### src/rtl/fwsm_pkg.sv
package fwsm_pkg;
   typedef enum logic [2:0] {
      CMD_NOP        = 3'd0,
      CMD_ERASE      = 3'd1,
      CMD_WRITE      = 3'd2,
      CMD_SET_BLK    = 3'd3,
      CMD_SET_MASTER = 3'd4,
      CMD_CLR_LOCKS  = 3'd5,
      CMD_SUSPEND    = 3'd6,
      CMD_RESUME     = 3'd7
   } fwsm_cmd_e;

   typedef enum logic [2:0] {
      ST_READY, ST_ERASE, ST_ESUSP, ST_WRITE, ST_WSUSP, ST_LOCKCFG, ST_WAKE
   } fwsm_state_e;

   typedef enum logic [1:0] {
      LK_NONE, LK_SET_BLK, LK_SET_MASTER, LK_CLEAR
   } fwsm_lkop_e;

   localparam int STS_DONE  = 0;
   localparam int STS_REJ   = 1;
   localparam int STS_ESUSP = 2;
   localparam int STS_WSUSP = 3;
   localparam int STS_W     = 4;
endpackage

### src/rtl/fwsm_cycle_timer.sv
module fwsm_cycle_timer #(
   parameter int CNT_W = 16
) (
   input  logic             clk,
   input  logic             rst_n,
   input  logic             clear,
   input  logic             load,
   input  logic [CNT_W-1:0] load_val,
   input  logic             run,
   output logic             last
);
   logic [CNT_W-1:0] cnt_q;

   always_ff @(posedge clk or negedge rst_n) begin
      if (!rst_n)                    cnt_q <= '0;
      else if (clear)                cnt_q <= '0;
      else if (load)                 cnt_q <= load_val;
      else if (run && cnt_q != '0)   cnt_q <= cnt_q - 1'b1;
   end

   assign last = run && (cnt_q == CNT_W'(1));

   // the controller must never run a countdown that is already exhausted
   AST_RUN_NONZERO: assert property (@(posedge clk) disable iff (!rst_n)
      run |-> (cnt_q != '0));
endmodule

### src/rtl/fwsm_lock_bank.sv
module fwsm_lock_bank
   import fwsm_pkg::*;
#(
   parameter int BLK_W   = 4,
   parameter int NUM_BLK = 1 << BLK_W
) (
   input  logic               clk,
   input  logic               rst_n,
   input  logic               apply,
   input  fwsm_lkop_e         lkop,
   input  logic [BLK_W-1:0]   blk,
   output logic [NUM_BLK-1:0] blk_lock,
   output logic               master
);
   for (genvar i = 0; i < NUM_BLK; i++) begin : g_bit
      always_ff @(posedge clk or negedge rst_n) begin
         if (!rst_n)
            blk_lock[i] <= 1'b0;
         else if (apply && lkop == LK_CLEAR)
            blk_lock[i] <= 1'b0;
         else if (apply && lkop == LK_SET_BLK && blk == BLK_W'(i))
            blk_lock[i] <= 1'b1;
      end
   end

   always_ff @(posedge clk or negedge rst_n) begin
      if (!rst_n)                            master <= 1'b0;
      else if (apply && lkop == LK_SET_MASTER) master <= 1'b1;
   end

   AST_MASTER_FREEZE: assert property (@(posedge clk) disable iff (!rst_n)
      master |=> $stable(blk_lock));
endmodule

### src/rtl/flash_wsm_ctrl.sv
module flash_wsm_ctrl
   import fwsm_pkg::*;
#(
   parameter int ADDR_W     = 20,
   parameter int BLK_W      = 4,
   parameter int CNT_W      = 16,
   parameter int ERASE_CYC  = 1000,
   parameter int WRITE_CYC  = 20,
   parameter int LOCK_CYC   = 50,
   parameter int WAKE_CYC   = 30,
   parameter bit SUSPEND_EN = 1'b1
) (
   input  logic                     clk,
   input  logic                     rst_n,
   input  logic                     pwr_n,
   input  logic                     ce_n,
   input  logic                     cmd_valid,
   input  logic [2:0]               cmd_code,
   input  logic [ADDR_W-1:0]        cmd_addr,
   output logic                     ready_o,
   output logic [STS_W-1:0]         status_o,
   output logic [(1<<BLK_W)-1:0]    blk_lock_o,
   output logic                     master_lock_o
);
   localparam int NUM_BLK = 1 << BLK_W;
   localparam int CNT_MAX = (1 << CNT_W) - 2;
   localparam logic [CNT_W-1:0] ER_LEN = CNT_W'(ERASE_CYC);
   localparam logic [CNT_W-1:0] WR_LEN = CNT_W'(WRITE_CYC);
   localparam logic [CNT_W-1:0] LK_LEN = CNT_W'(LOCK_CYC);
   localparam logic [CNT_W-1:0] WK_LEN = CNT_W'(WAKE_CYC + 1);

   if (BLK_W < 1 || BLK_W >= ADDR_W) begin : g_bad_blk
      $error("BLK_W must lie between 1 and ADDR_W-1");
   end
   if (ERASE_CYC < 2 || ERASE_CYC > CNT_MAX) begin : g_bad_er
      $error("ERASE_CYC out of range for CNT_W");
   end
   if (WRITE_CYC < 3 || WRITE_CYC > CNT_MAX) begin : g_bad_wr
      $error("WRITE_CYC out of range for CNT_W");
   end
   if (LOCK_CYC < 2 || LOCK_CYC > CNT_MAX) begin : g_bad_lk
      $error("LOCK_CYC out of range for CNT_W");
   end
   if (WAKE_CYC < 1 || WAKE_CYC > CNT_MAX) begin : g_bad_wk
      $error("WAKE_CYC out of range for CNT_W");
   end

   logic susp_ok;
   if (SUSPEND_EN) begin : g_susp_on
      assign susp_ok = 1'b1;
   end else begin : g_susp_off
      assign susp_ok = 1'b0;
   end

   fwsm_cmd_e          cmd;
   logic [BLK_W-1:0]   blk;
   logic               cmd_go, tgt_locked, addr_lo_unused;
   logic [NUM_BLK-1:0] blk_lock;
   logic               master;

   assign cmd            = fwsm_cmd_e'(cmd_code);
   assign blk            = cmd_addr[ADDR_W-1 -: BLK_W];
   assign addr_lo_unused = ^cmd_addr[ADDR_W-BLK_W-1:0];
   assign cmd_go         = cmd_valid && !ce_n && pwr_n;
   assign tgt_locked     = blk_lock[blk];

   fwsm_state_e      state_q, state_d;
   logic             nested_q, nested_d;
   logic [BLK_W-1:0] eblk_q, eblk_d, lkblk_q, lkblk_d;
   fwsm_lkop_e       lkop_q, lkop_d;
   logic             done_q, rej_q;
   logic             er_load, wr_load, cmd_acc, cmd_rej, op_fin, lk_apply;
   logic [CNT_W-1:0] wr_len;
   logic             er_last, wr_last, wk_last;

   always_comb begin
      state_d  = state_q;
      nested_d = nested_q;
      eblk_d   = eblk_q;
      lkblk_d  = lkblk_q;
      lkop_d   = lkop_q;
      er_load  = 1'b0;
      wr_load  = 1'b0;
      wr_len   = WR_LEN;
      cmd_acc  = 1'b0;
      cmd_rej  = 1'b0;
      op_fin   = 1'b0;
      lk_apply = 1'b0;
      case (state_q)
         ST_WAKE: if (wk_last) state_d = ST_READY;
         ST_READY: if (cmd_go) begin
            case (cmd)
               CMD_ERASE:
                  if (tgt_locked) cmd_rej = 1'b1;
                  else begin
                     cmd_acc = 1'b1; er_load = 1'b1; eblk_d = blk; state_d = ST_ERASE;
                  end
               CMD_WRITE:
                  if (tgt_locked) cmd_rej = 1'b1;
                  else begin
                     cmd_acc = 1'b1; wr_load = 1'b1; nested_d = 1'b0; state_d = ST_WRITE;
                  end
               CMD_SET_BLK, CMD_SET_MASTER, CMD_CLR_LOCKS:
                  if (master) cmd_rej = 1'b1;
                  else begin
                     cmd_acc = 1'b1; wr_load = 1'b1; wr_len = LK_LEN; lkblk_d = blk;
                     lkop_d  = (cmd == CMD_SET_BLK)    ? LK_SET_BLK :
                               (cmd == CMD_SET_MASTER) ? LK_SET_MASTER : LK_CLEAR;
                     state_d = ST_LOCKCFG;
                  end
               default: ;
            endcase
         end
         ST_ERASE:
            if (er_last) begin
               op_fin = 1'b1; state_d = ST_READY;
            end else if (cmd_go && cmd == CMD_SUSPEND && susp_ok) begin
               cmd_acc = 1'b1; state_d = ST_ESUSP;
            end
         ST_ESUSP: if (cmd_go) begin
            if (cmd == CMD_WRITE) begin
               if (tgt_locked || blk == eblk_q) cmd_rej = 1'b1;
               else begin
                  cmd_acc = 1'b1; wr_load = 1'b1; nested_d = 1'b1; state_d = ST_WRITE;
               end
            end else if (cmd == CMD_RESUME) begin
               cmd_acc = 1'b1; state_d = ST_ERASE;
            end
         end
         ST_WRITE:
            if (wr_last) begin
               op_fin = 1'b1; nested_d = 1'b0;
               state_d = nested_q ? ST_ESUSP : ST_READY;
            end else if (cmd_go && cmd == CMD_SUSPEND && susp_ok && !nested_q) begin
               cmd_acc = 1'b1; state_d = ST_WSUSP;
            end
         ST_WSUSP:
            if (cmd_go && cmd == CMD_RESUME) begin
               cmd_acc = 1'b1; state_d = ST_WRITE;
            end
         ST_LOCKCFG:
            if (wr_last) begin
               op_fin = 1'b1; lk_apply = 1'b1; state_d = ST_READY;
            end
         default: state_d = ST_READY;
      endcase
   end

   always_ff @(posedge clk or negedge rst_n) begin
      if (!rst_n) begin
         state_q  <= ST_READY;
         nested_q <= 1'b0;
         eblk_q   <= '0;
         lkblk_q  <= '0;
         lkop_q   <= LK_NONE;
         done_q   <= 1'b0;
         rej_q    <= 1'b0;
      end else if (!pwr_n) begin
         state_q  <= ST_WAKE;
         nested_q <= 1'b0;
         done_q   <= 1'b0;
         rej_q    <= 1'b0;
      end else begin
         state_q  <= state_d;
         nested_q <= nested_d;
         eblk_q   <= eblk_d;
         lkblk_q  <= lkblk_d;
         lkop_q   <= lkop_d;
         if (cmd_acc) begin
            done_q <= 1'b0; rej_q <= 1'b0;
         end else if (cmd_rej) begin
            done_q <= 1'b0; rej_q <= 1'b1;
         end else if (op_fin) begin
            done_q <= 1'b1;
         end
      end
   end

   fwsm_cycle_timer #(.CNT_W(CNT_W)) u_erase_tmr (
      .clk(clk), .rst_n(rst_n), .clear(!pwr_n), .load(er_load), .load_val(ER_LEN),
      .run(state_q == ST_ERASE), .last(er_last));

   fwsm_cycle_timer #(.CNT_W(CNT_W)) u_write_tmr (
      .clk(clk), .rst_n(rst_n), .clear(!pwr_n), .load(wr_load), .load_val(wr_len),
      .run(state_q == ST_WRITE || state_q == ST_LOCKCFG), .last(wr_last));

   fwsm_cycle_timer #(.CNT_W(CNT_W)) u_wake_tmr (
      .clk(clk), .rst_n(rst_n), .clear(1'b0), .load(!pwr_n), .load_val(WK_LEN),
      .run(state_q == ST_WAKE && pwr_n), .last(wk_last));

   fwsm_lock_bank #(.BLK_W(BLK_W), .NUM_BLK(NUM_BLK)) u_locks (
      .clk(clk), .rst_n(rst_n), .apply(lk_apply && pwr_n), .lkop(lkop_q),
      .blk(lkblk_q), .blk_lock(blk_lock), .master(master));

   assign ready_o = !pwr_n || state_q == ST_READY || state_q == ST_ESUSP
                    || state_q == ST_WSUSP;
   assign status_o = {state_q == ST_WSUSP, state_q == ST_ESUSP, rej_q, done_q};
   assign blk_lock_o    = blk_lock;
   assign master_lock_o = master;

   AST_ACCEPT_GOES_BUSY: assert property (@(posedge clk) disable iff (!rst_n)
      (state_q == ST_READY && cmd_go && cmd == CMD_ERASE && !tgt_locked)
      |=> (!ready_o || !pwr_n));
   AST_LOCK_REJECT: assert property (@(posedge clk) disable iff (!rst_n)
      (state_q == ST_READY && cmd_go && (cmd == CMD_ERASE || cmd == CMD_WRITE) && tgt_locked)
      |=> (ready_o && status_o[STS_REJ]));
   AST_MASTER_BLOCKS_CFG: assert property (@(posedge clk) disable iff (!rst_n)
      (state_q == ST_READY && cmd_go && master_lock_o &&
       (cmd == CMD_SET_BLK || cmd == CMD_SET_MASTER || cmd == CMD_CLR_LOCKS))
      |=> (ready_o && status_o[STS_REJ]));
   AST_PDN_CLEARS: assert property (@(posedge clk) disable iff (!rst_n)
      !pwr_n |=> (status_o == '0));
endmodule

### config.mk
export PLATFORM = sky130hd
export DESIGN_NAME = flash_wsm_ctrl
export DESIGN_NICKNAME = d
export VERILOG_FILES = /design/src/rtl/fwsm_pkg.sv /design/src/rtl/fwsm_cycle_timer.sv /design/src/rtl/fwsm_lock_bank.sv /design/src/rtl/flash_wsm_ctrl.sv
export SDC_FILE = /design/constraint.sdc
export NUM_CORES = 1
export LEC_CHECK = 0
export ABC_CLOCK_PERIOD_IN_PS = 3200
export BUFFER_PORTS_ARGS = -buffer_cell sky130_fd_sc_hd__buf_2
export CAP_MARGIN = 15
export CORE_UTILIZATION = 45
export DETAILED_ROUTE_END_ITERATION = 7
export PLACE_DENSITY = 0.66
export SLEW_MARGIN = 5
export SYNTH_ARGS = -nofsm -noshare
export SYNTH_HDL_FRONTEND = slang
export SYNTH_HIERARCHICAL = 1
export SYNTH_SLANG_ARGS = --single-unit
export TNS_END_PERCENT = 20
### constraint.sdc
create_clock -name clk -period 3.2 [get_ports clk]
set_clock_uncertainty 0.1 [all_clocks]
set_input_delay 0.32 -clock clk [delete_from_list [all_inputs] [get_ports clk]]
set_output_delay 0.32 -clock clk [all_outputs]
set_load 0.05 [all_outputs]
==> impl_metrics.ini, run 1 <==
[status]
status = complete, no violations

[route]
firstDrtPassIters = 6
post-route-drc-count = 0
routedWlPerCell_um = 16.2
ant_nets = 0
vias = 5032
routed_via_density = 6.06
first_iter_violations = 259
wl_um = 13400

[min_path]
hold_path.startpoint = cmd_addr[19]
hold_end = lkblk_q[3]$_DFFE_PN0P_
hp-class = in -> reg
holdPathStages = 3

[worst_setup_path]
rrSetupSlack_ns = 0.20
rr_startpoint = u_erase_tmr/cnt_q[11]$_DFFE_PN0P_
critical_path_class = reg -> reg
required_ns = 3.34
crit_path_max_fanout = 6
crit_arrival_ns = 3.15
cp-end-kind = flip-flop
reg2reg_depth = 9
worst_setup_path_start_kind = flip-flop
r2r_end = state_q[0]$_DFFE_PN0P_

[yosys]
syn_area_per_cell_um2 = 9.19
seq_area_frac_synth = 0.368
synth_area_um2 = 5510
yosys_warnings = 6
ys_types = 75
ys_ff_latch = 81
synth_edf_count = 0
async_reset_ff_frac = 1.00
postSynthCellCount = 599
synth-main-ff-cell = dfrtp_1

[final_layout]
post-route-cell-area_um2 = 6370
utilization = 0.533
final_common_cell = dfrtp_1
drive_gt1_frac = 0.180
num-fill-cells = 1135
instances_no_fill = 831
multi_input_area_um2 = 3370
fin_nets = 713
register_area_um2 = 2030
final_cell_mix = dfrtp_1 (81), nor2_1 (62), conb_1 (47), nand2_1 (41), buf_2 (32)
syn2layout_area_growth_pct = 15.7
antennaDiodeCount = 0

[global_route]
grt_pass1_vias = 4861
antenna_found_initial = 0
grt_max_degree = 82
grt_pass1_wl_um = 23200
grt-ovfl-total = 0
grt_usage = 0.229

[sta]
worst_pin_slew_ns = 0.728
holdWs_ns = 0.128
fmax_mhz = 333
period_needed_ns = 3.00
fin_crit_sh = 0.939
finalSetupTns_ns = 0
relSlewSlack = 0.512
setup_viol = 0
worst_slack_ns = 0.195
slew_violations = 0
finalHoldViolCount = 0
rsz0062_at_grt = false

[power]
p_leak_nw = 2.71
total_power_mw = 4.00
p_per_area_nw_per_um2 = 628
irDropWorstVdd_mv = 0.303

[cts]
clockRootBuffer = clkbuf_16
cts_tree = yes
post-cts-setup-buffer-count = 0
htreeDepth = 3
cts_buffers = 9
clock_latency_ns = 0.36
clk_path_buf_depth = 2
cts.sinks = 81
cts.clk_slew.worst_paths_ns = 0.07

[placement]
gp_congestion = 0.900
io_buffers = 33
placed_area_um2 = 6050
dpl_worst_slack_ns = -0.0178
dp_hpwl_um = 9450
placedCellCount = 813

[floorplanning]
fp.dieH_um = 113
fp.dieArea_um2 = 12700
start_util = 0.460
core_area_um2 = 12000
die_w_um = 113
io_pins = 50
num_rows = 40

[job]
max_cap_violations = 0
metal layers:
metal / up-vias / track usage / share of wire / routed length [um]
met4: 0 / 0.0942 / 0.018 / 238
met2: 99 / 0.378 / 0.48 / 6500
li1: 2434 / - / - / -
met1: 2480 / 0.294 / 0.46 / 6150
met3: 19 / 0.0448 / 0.040 / 540
met5: - / 0 / 0 / 0
cell usage after synthesis (all sizes together), types with 5 or more instances:
library cell | n | area share
o21bai | 5 | 0.0068
inv | 21 | 0.014
nor2b | 6 | 0.0068
nand2b | 7 | 0.0080
mux2 | 7 | 0.014
a311oi | 24 | 0.038
clkbuf | 27 | 0.019
or3 | 20 | 0.023
mux4 | 5 | 0.023
nand4b | 7 | 0.011
nor2 | 62 | 0.042
nor3 | 16 | 0.015
nor4 | 17 | 0.029
nand3b | 8 | 0.011
o31ai | 13 | 0.018
o21ai | 25 | 0.023
xor2 | 5 | 0.0080
buf | 12 | 0.019
a21oi | 15 | 0.014
o41ai | 8 | 0.020
o211ai | 8 | 0.011
nand3 | 27 | 0.027
a31oi | 8 | 0.0091
a221oi | 7 | 0.011
or4b | 5 | 0.0091
nor3b | 6 | 0.0082
or4 | 25 | 0.036
dfrtp | 81 | 0.37
or2 | 7 | 0.0080
o2bb2ai | 10 | 0.016
ha | 6 | 0.014
nand2 | 41 | 0.028
power breakdown:
| part | total, mW | internal, mW | leakage [nW] | switching, mW |
|---|---|---|---|---|
| registers | 1.37 | 1.17 | 1.10 | 0.206 |
| clock network | 1.04 | 0.564 | 0.142 | 0.474 |
| logic | 1.59 | 0.610 | 1.46 | 0.984 |
| total | 4.00 | 2.34 | 2.71 | 1.66 |
cell type report:
type / instances / share of cell area
clock inverter: 6 / 0.00845
inverter: 23 / 0.0136
sequential: 81 / 0.318
multi-input combinational: 501 / 0.529
tap: 147 / 0.0289
timing repair buffer: 63 / 0.0640
clock buffer: 10 / 0.0375
cell families (layout without fill, tap and decap cells):
logic type	Yosys count	in the layout	synth area share
AO/OA/AOI/OAI	155	155	0.220
other	2	47	0.00136
adder cells (fa/ha/maj)	6	6	0.0136
XOR/XNOR	8	8	0.0127
AND/OR/NAND/NOR	272	272	0.292
flip-flops	81	81	0.368
multiplexers	13	13	0.0393
buffers and inverters	62	102	0.0532
registers in the layout, indices dropped and copies added, names as in the netlist:
| signal | flops |
|---|---|
| u_locks/blk_lock | 16 |
| state_q | 3 |
| done_q | 1 |
| eblk_q | 4 |
| u_wake_tmr/cnt_q | 16 |
| lkop_q | 2 |
| nested_q | 1 |
| rej_q | 1 |
| u_locks/master | 1 |
| u_erase_tmr/cnt_q | 16 |
| u_write_tmr/cnt_q | 16 |
| lkblk_q | 4 |
worst max-delay path: stages, from the launching register on:
cell and delay [ns]:
dfrtp_1 0.44, or4_1 0.56, or2_2 0.34, nor3_1 0.27
nor2b_1 0.17, a211o_1 0.11, a21oi_1 0.06, a2111oi_0 0.34
o21ai_1 0.18, mux2_2 0.32
worst max-delay path by stage:
| stage | slack [ns] | from | to |
|---|---|---|---|
| final | 0.20 | u_erase_tmr/cnt_q[11]$_DFFE_PN0P_ | state_q[0]$_DFFE_PN0P_ |
| after global placement | 0.13 | cmd_addr[17] | u_write_tmr/cnt_q[10]$_DFFE_PN0P_ |
| after global routing | 0.04 | u_erase_tmr/cnt_q[12]$_DFFE_PN0P_ | state_q[0]$_DFFE_PN0P_ |
| after floorplan | 0.008 | state_q[0]$_DFFE_PN0P_ | state_q[0]$_DFFE_PN0P_ |
| after CTS | 0.14 | u_erase_tmr/cnt_q[12]$_DFFE_PN0P_ | state_q[0]$_DFFE_PN0P_ |
| after detailed placement | -0.02 | cmd_addr[17] | u_write_tmr/cnt_q[7]$_DFFE_PN0P_ |
what timing repair did:
item,4_1_cts,5_1_grt
hold buffers,0,1
endpoints found under the setup margin,0,3
gates resized for setup,0,1
endpoints found under the hold margin,0,38
Power figures use the tool's default switching activity.
==> run 2: changes to the inputs <==
--- a/config.mk
+++ b/config.mk
@@ -5,12 +5,12 @@
 export SDC_FILE = /design/constraint.sdc
 export NUM_CORES = 1
 export LEC_CHECK = 0
-export ABC_CLOCK_PERIOD_IN_PS = 3200
+export ABC_CLOCK_PERIOD_IN_PS = 2800
 export BUFFER_PORTS_ARGS = -buffer_cell sky130_fd_sc_hd__buf_2
 export CAP_MARGIN = 15
 export CORE_UTILIZATION = 45
 export DETAILED_ROUTE_END_ITERATION = 7
-export PLACE_DENSITY = 0.66
+export PLACE_DENSITY = 0.63
 export SLEW_MARGIN = 5
 export SYNTH_ARGS = -nofsm -noshare
 export SYNTH_HDL_FRONTEND = slang
==> constraint.sdc (replaced) <==
create_clock -name clk -period 2.8 [get_ports clk]
set_clock_uncertainty 0.1 [all_clocks]
set_input_delay 0.28 -clock clk [delete_from_list [all_inputs] [get_ports clk]]
set_output_delay 0.28 -clock clk [all_outputs]
set_load 0.05 [all_outputs]
==> impl_metrics.ini, run 2 (synthesis results as in run 1) <==
[status]
status = complete, no violations

[sta]
slew_violations = 0
holdWs_ns = 0.0964
relSlewSlack = 0.567
fmax_mhz = 367
worst_pin_slew_ns = 0.648
finalHoldViolCount = 0
period_needed_ns = 2.73
worst_slack_ns = 0.0741
rsz0062_at_grt = true
setup_viol = 0
finalSetupTns_ns = 0
fin_crit_sh = 0.974

[final_layout]
drive_gt1_frac = 0.265
fin_nets = 749
final_cell_mix = dfrtp_1 (65), buf_4 (64), nor2_1 (61), conb_1 (47), nand2_1 (41)
final_common_cell = dfrtp_1
post-route-cell-area_um2 = 6720
utilization = 0.562
antennaDiodeCount = 0
syn2layout_area_growth_pct = 22.0
instances_no_fill = 867

[worst_setup_path]
r2r_end = u_write_tmr/cnt_q[11]$_DFFE_PN0P_
worst_setup_path_start_kind = flip-flop
rr_startpoint = u_locks/blk_lock[6]$_DFFE_PN0P_
crit_arrival_ns = 2.86
cp-end-kind = flip-flop
rrSetupSlack_ns = 0.07
crit_path_max_fanout = 6
critical_path_class = reg -> reg
required_ns = 2.93
reg2reg_depth = 8

[power]
clkPwrFrac = 0.235
p_leak_nw = 2.83
seqPwrFrac = 0.330
p_int_mw = 2.76
p_sw_frac = 0.417
combinationalPowerShare = 0.435
p_per_area_nw_per_um2 = 706
p_sw_mw = 1.98
irDropWorstVdd_mv = 0.404
total_power_mw = 4.74

[placement]
dp_hpwl_um = 10200
placed_area_um2 = 6370
io_buffers = 33
dpl_worst_slack_ns = -0.0529
placedCellCount = 848
gp_congestion = 0.844

[cts]
cts.sinks = 81
clk_path_buf_depth = 2
cts_buffers = 9
htreeDepth = 3
cts.clk_slew.worst_paths_ns = 0.07
cts_tree = yes
clock_latency_ns = 0.35
clockRootBuffer = clkbuf_16

[floorplanning]
core_area_um2 = 12000
die_w_um = 113
io_pins = 50
fp.dieArea_um2 = 12700
start_util = 0.460
fp.dieH_um = 113
num_rows = 40

[global_route]
gr-max-usage-layer = met2
grt_max_degree = 47
antenna_found_initial = 0
grt_pass1_wl_um = 24300
grt-ovfl-total = 0
grt_usage = 0.240
grt_pass1_vias = 5034
grt_use_met1 = 0.319
grt_util_met3 = 0.0346
grtUsageMet2 = 0.400

[route]
first_iter_violations = 367
routedWlPerCell_um = 16.4
ant_nets = 0
vias = 5187
wl_um = 14300
post-route-drc-count = 0
firstDrtPassIters = 5
routed_via_density = 5.98

[min_path]
hp-class = in -> reg
holdPathStages = 3
hold_end = lkblk_q[3]$_DFFE_PN0P_
hold_path.startpoint = cmd_addr[19]

[job]
max_cap_violations = 0
[run 2: changes by cell type in the layout (fill, tap and decap cells not counted), moves of 4 or more]
cell and delta:
dfrtp_2 +16, mux4_2 +4, buf_4 +35, dfrtp_1 -16, mux4_1 -4
[run 2: area by class of cell]
cell class,count,area (um2)
Multi-Input combinational cell,501,3450
Sequential cell,81,2050
Fill cell,1084,5240
Tap cell,147,184
Inverter,23,87.6
Clock buffer,10,229
Clock inverter,6,43.8
Timing Repair Buffer,99,682
[run 2: critical path, cell delays in order (launching register included)]
cell and delay [ns]:
dfrtp_2 0.42, mux4_2 0.47, mux4_2 0.60, nand2b_4 0.19, a211oi_4 0.25, buf_4 0.18
nor2_1 0.07, or4b_2 0.24, nand3_1 0.07
[run 2: worst max-delay path by stage]
stage | start | slack (ns) | to | cells after the start
2_1_floorplan | u_locks/blk_lock[15]$_DFFE_PN0P_ | -0.03 | u_erase_tmr/cnt_q[10]$_DFFE_PN0P_ | 8
3_3_place_gp | cmd_addr[17] | -0.03 | u_write_tmr/cnt_q[11]$_DFFE_PN0P_ | 10
3_5_place_dp | cmd_addr[17] | -0.05 | u_write_tmr/cnt_q[15]$_DFFE_PN0P_ | 9
4_1_cts | u_erase_tmr/cnt_q[12]$_DFFE_PN0P_ | 0.01 | state_q[2]$_DFFE_PN0P_ | 9
5_1_grt | u_locks/blk_lock[6]$_DFFE_PN0P_ | -0.007 | u_write_tmr/cnt_q[12]$_DFFE_PN0P_ | 8
6_report | u_locks/blk_lock[6]$_DFFE_PN0P_ | 0.07 | u_write_tmr/cnt_q[11]$_DFFE_PN0P_ | 8
[run 2: power by group through the flow]
stage / clock network (mW) / logic, mW / registers (mW)
after floorplan: 0 / 1.49 / 1.50
after global placement: 0 / 1.95 / 1.56
after detailed placement: 0 / 2.00 / 1.58
after CTS: 1.14 / 2.02 / 1.56
after global routing: 1.19 / 2.26 / 1.59
final: 1.11 / 2.06 / 1.57
[run 2: repair_timing]
item / 4_1_cts / 5_1_grt
buffers inserted: 0 / 2
hold endpoints to repair: 44 / 0
pin swaps: 2 / 3
endpoints found under the setup margin: 3 / 21
cloned: 0 / 0
hold buffers: 1 / 0
resized for setup: 3 / 10
[run 2: layer usage]
metal | wire, um | share of wire | up-vias
li1 | - | - | 2518
met1 | 6520 | 0.46 | 2550
met2 | 7010 | 0.49 | 98
met3 | 473 | 0.033 | 21
met4 | 244 | 0.017 | 0
met5 | 0 | 0 | -
==> run 3: changes to the inputs <==
--- a/config.mk
+++ b/config.mk
@@ -5,7 +5,7 @@
 export SDC_FILE = /design/constraint.sdc
 export NUM_CORES = 1
 export LEC_CHECK = 0
-export ABC_CLOCK_PERIOD_IN_PS = 2800
+export ABC_CLOCK_PERIOD_IN_PS = 3500
 export BUFFER_PORTS_ARGS = -buffer_cell sky130_fd_sc_hd__buf_2
 export CAP_MARGIN = 15
 export CORE_UTILIZATION = 45
==> constraint.sdc (replaced) <==
create_clock -name clk -period 3.5 [get_ports clk]
set_clock_uncertainty 0.1 [all_clocks]
set_input_delay 0.35 -clock clk [delete_from_list [all_inputs] [get_ports clk]]
set_output_delay 0.35 -clock clk [all_outputs]
set_load 0.05 [all_outputs]
==> impl_metrics.ini, run 3 (synthesis results as in run 1) <==
[status]
status = complete, no violations

[sta]
relSlewSlack = 0.451
slew_violations = 0
worst_pin_slew_ns = 0.823
setup_viol = 0
fin_crit_sh = 0.882
rsz0062_at_grt = false
finalSetupTns_ns = 0
finalHoldViolCount = 0
period_needed_ns = 3.09
fmax_mhz = 324

[worst_setup_path]
cp_top_family = simple AND/OR/NAND/NOR gates
r2r_end = state_q[2]$_DFFE_PN0P_
reg2reg_depth = 9
required_ns = 3.63
cp-end-kind = flip-flop
crit_chain = or4_1 -> or2_2 -> nor3_1 -> nor2b_1 -> a211o_1 -> a21oi_1 -> a2111oi_0 -> o21ai_0 -> mux2_2
rr_startpoint = u_erase_tmr/cnt_q[12]$_DFFE_PN0P_
critical_path_class = reg -> reg
critPathBufInv = 0
crit_arrival_ns = 3.22
slowest_delay_ns = 0.57
crit_slowest_cell = or4_1
worst_setup_path_start_kind = flip-flop
rrSetupSlack_ns = 0.41
crit_path_max_fanout = 5

[placement]
gp_congestion = 0.862
io_buffers = 33
dp_hpwl_um = 9550

[route]
post-route-drc-count = 0
firstDrtPassIters = 5
wl_um = 13400
ant_nets = 0
first_iter_violations = 362
routed_via_density = 5.95
routedWlPerCell_um = 16.2
vias = 4935

[global_route]
grt_pass1_wl_um = 23200
grt_pass1_vias = 4766
antenna_found_initial = 0
grtUsageMet2 = 0.388
grt_usage = 0.229
grt_use_met1 = 0.296
grt_max_degree = 82
grt-ovfl-total = 0
gr-max-usage-layer = met2
grt_util_met3 = 0.0421

[final_layout]
utilization = 0.529
fin_nets = 711
antennaDiodeCount = 0
drive_gt1_frac = 0.173
num-fill-cells = 1146
final_common_cell = dfrtp_1
syn2layout_area_growth_pct = 15.0
final_cell_mix = dfrtp_1 (81), nor2_1 (62), conb_1 (47), nand2_1 (41), buf_2 (32)

[cts]
clockRootBuffer = clkbuf_16
clk_path_buf_depth = 2
cts_tree = yes
clock_latency_ns = 0.35
cts.clk_slew.worst_paths_ns = 0.06
post-cts-setup-buffer-count = 0
cts.sinks = 81
htreeDepth = 3
cts_buffers = 9

[power]
p_int_mw = 2.11
irDropWorstVdd_mv = 0.391
p_sw_mw = 1.49
clkPwrFrac = 0.251
p_sw_frac = 0.415
combinationalPowerShare = 0.396
seqPwrFrac = 0.353
p_per_area_nw_per_um2 = 568
p_leak_nw = 2.69

[min_path]
hp-class = in -> reg
hold_end = lkblk_q[3]$_DFFE_PN0P_
hold_path.startpoint = cmd_addr[19]
holdPathStages = 3

[floorplanning]
core_area_um2 = 12000
io_pins = 50
num_rows = 40
fp.dieArea_um2 = 12700
die_w_um = 113
start_util = 0.460
fp.dieH_um = 113

[job]
max_cap_violations = 0
## run 3: cell count changes in the layout (fill, tap and decap cells not counted), moves of 2 or more
cell      before  now
buf_4         64   27
dfrtp_1       65   81
dfrtp_2       16    0
mux4_1         0    4
mux4_2         5    1
clkinv_4       2    0
inv_6          1    3
or4_1         20   22
or4_4          5    3
## run 3: repair_timing
item	in CTS	in global routing
endpoints found under the setup margin	0	0
hold buffers	0	1
resized for setup	0	0
hold endpoints to repair	0	17
## run 3: final cells by class
cell class              instances  area [um2]  share of cell area
multi-input cells             501        3360               0.530
flip-flops and latches         81        2030               0.320
repair buffers                 61         400              0.0633
clock buffers                   9         225              0.0356
well taps                     147         184              0.0291
inverters                      23        86.3              0.0136
clock inverters                 7        51.3             0.00810
## run 3: worst max path at each step
stage                                      startpoint                                end  cells after the start
floorplan            u_locks/blk_lock[11]$_DFFE_PN0P_  u_write_tmr/cnt_q[13]$_DFFE_PN0P_                      9
global placement                         cmd_addr[17]   u_write_tmr/cnt_q[9]$_DFFE_PN0P_                     10
detailed placement                       cmd_addr[17]   u_write_tmr/cnt_q[6]$_DFFE_PN0P_                      9
CTS                 u_erase_tmr/cnt_q[12]$_DFFE_PN0P_             state_q[2]$_DFFE_PN0P_                      9
global route        u_erase_tmr/cnt_q[12]$_DFFE_PN0P_             state_q[2]$_DFFE_PN0P_                      9
finish              u_erase_tmr/cnt_q[12]$_DFFE_PN0P_             state_q[2]$_DFFE_PN0P_                      9
## run 3: power by group through the flow
| stage | Sequential (mW) | Combinational [mW] | Clock (mW) |
|---|---|---|---|
| floorplan | 1.20 | 1.16 | 0 |
| global placement | 1.27 | 1.37 | 0 |
| detailed placement | 1.28 | 1.41 | 0 |
| CTS | 1.27 | 1.42 | 0.930 |
| global route | 1.30 | 1.59 | 0.969 |
| finish | 1.27 | 1.42 | 0.903 |
## run 3: worst min-delay path, delay by kind of cell
kind	cells	cell delay [ns]
buffers and inverters	1	0.13
and+or+nand+nor	2	0.10
## run 3: through the flow
| step | total power [mW] | std cells | instance area [um2] | hold WS, ns | worst slack, ns |
|---|---|---|---|---|---|
| 2_1_floorplan | 2.35 | 644 | 5680 | -0.0456 | 0.128 |
| 3_3_place_gp | 2.65 | 811 | 6020 | 0.384 | 0.343 |
| 3_5_place_dp | 2.69 | 811 | 6020 | 0.397 | 0.296 |
| 4_1_cts | 3.61 | 827 | 6290 | 0.126 | 0.394 |
| 5_1_grt | 3.86 | 829 | 6330 | 0.168 | 0.167 |
| 6_report | 3.60 | 829 | 6330 | 0.161 | 0.412 |
## run 3: layer usage
metal  up-vias  part of all wire
met3         9             0.039
met5         -                 0
met4         0            0.0097
met2        89              0.48
li1       2434                 -
met1      2403              0.47
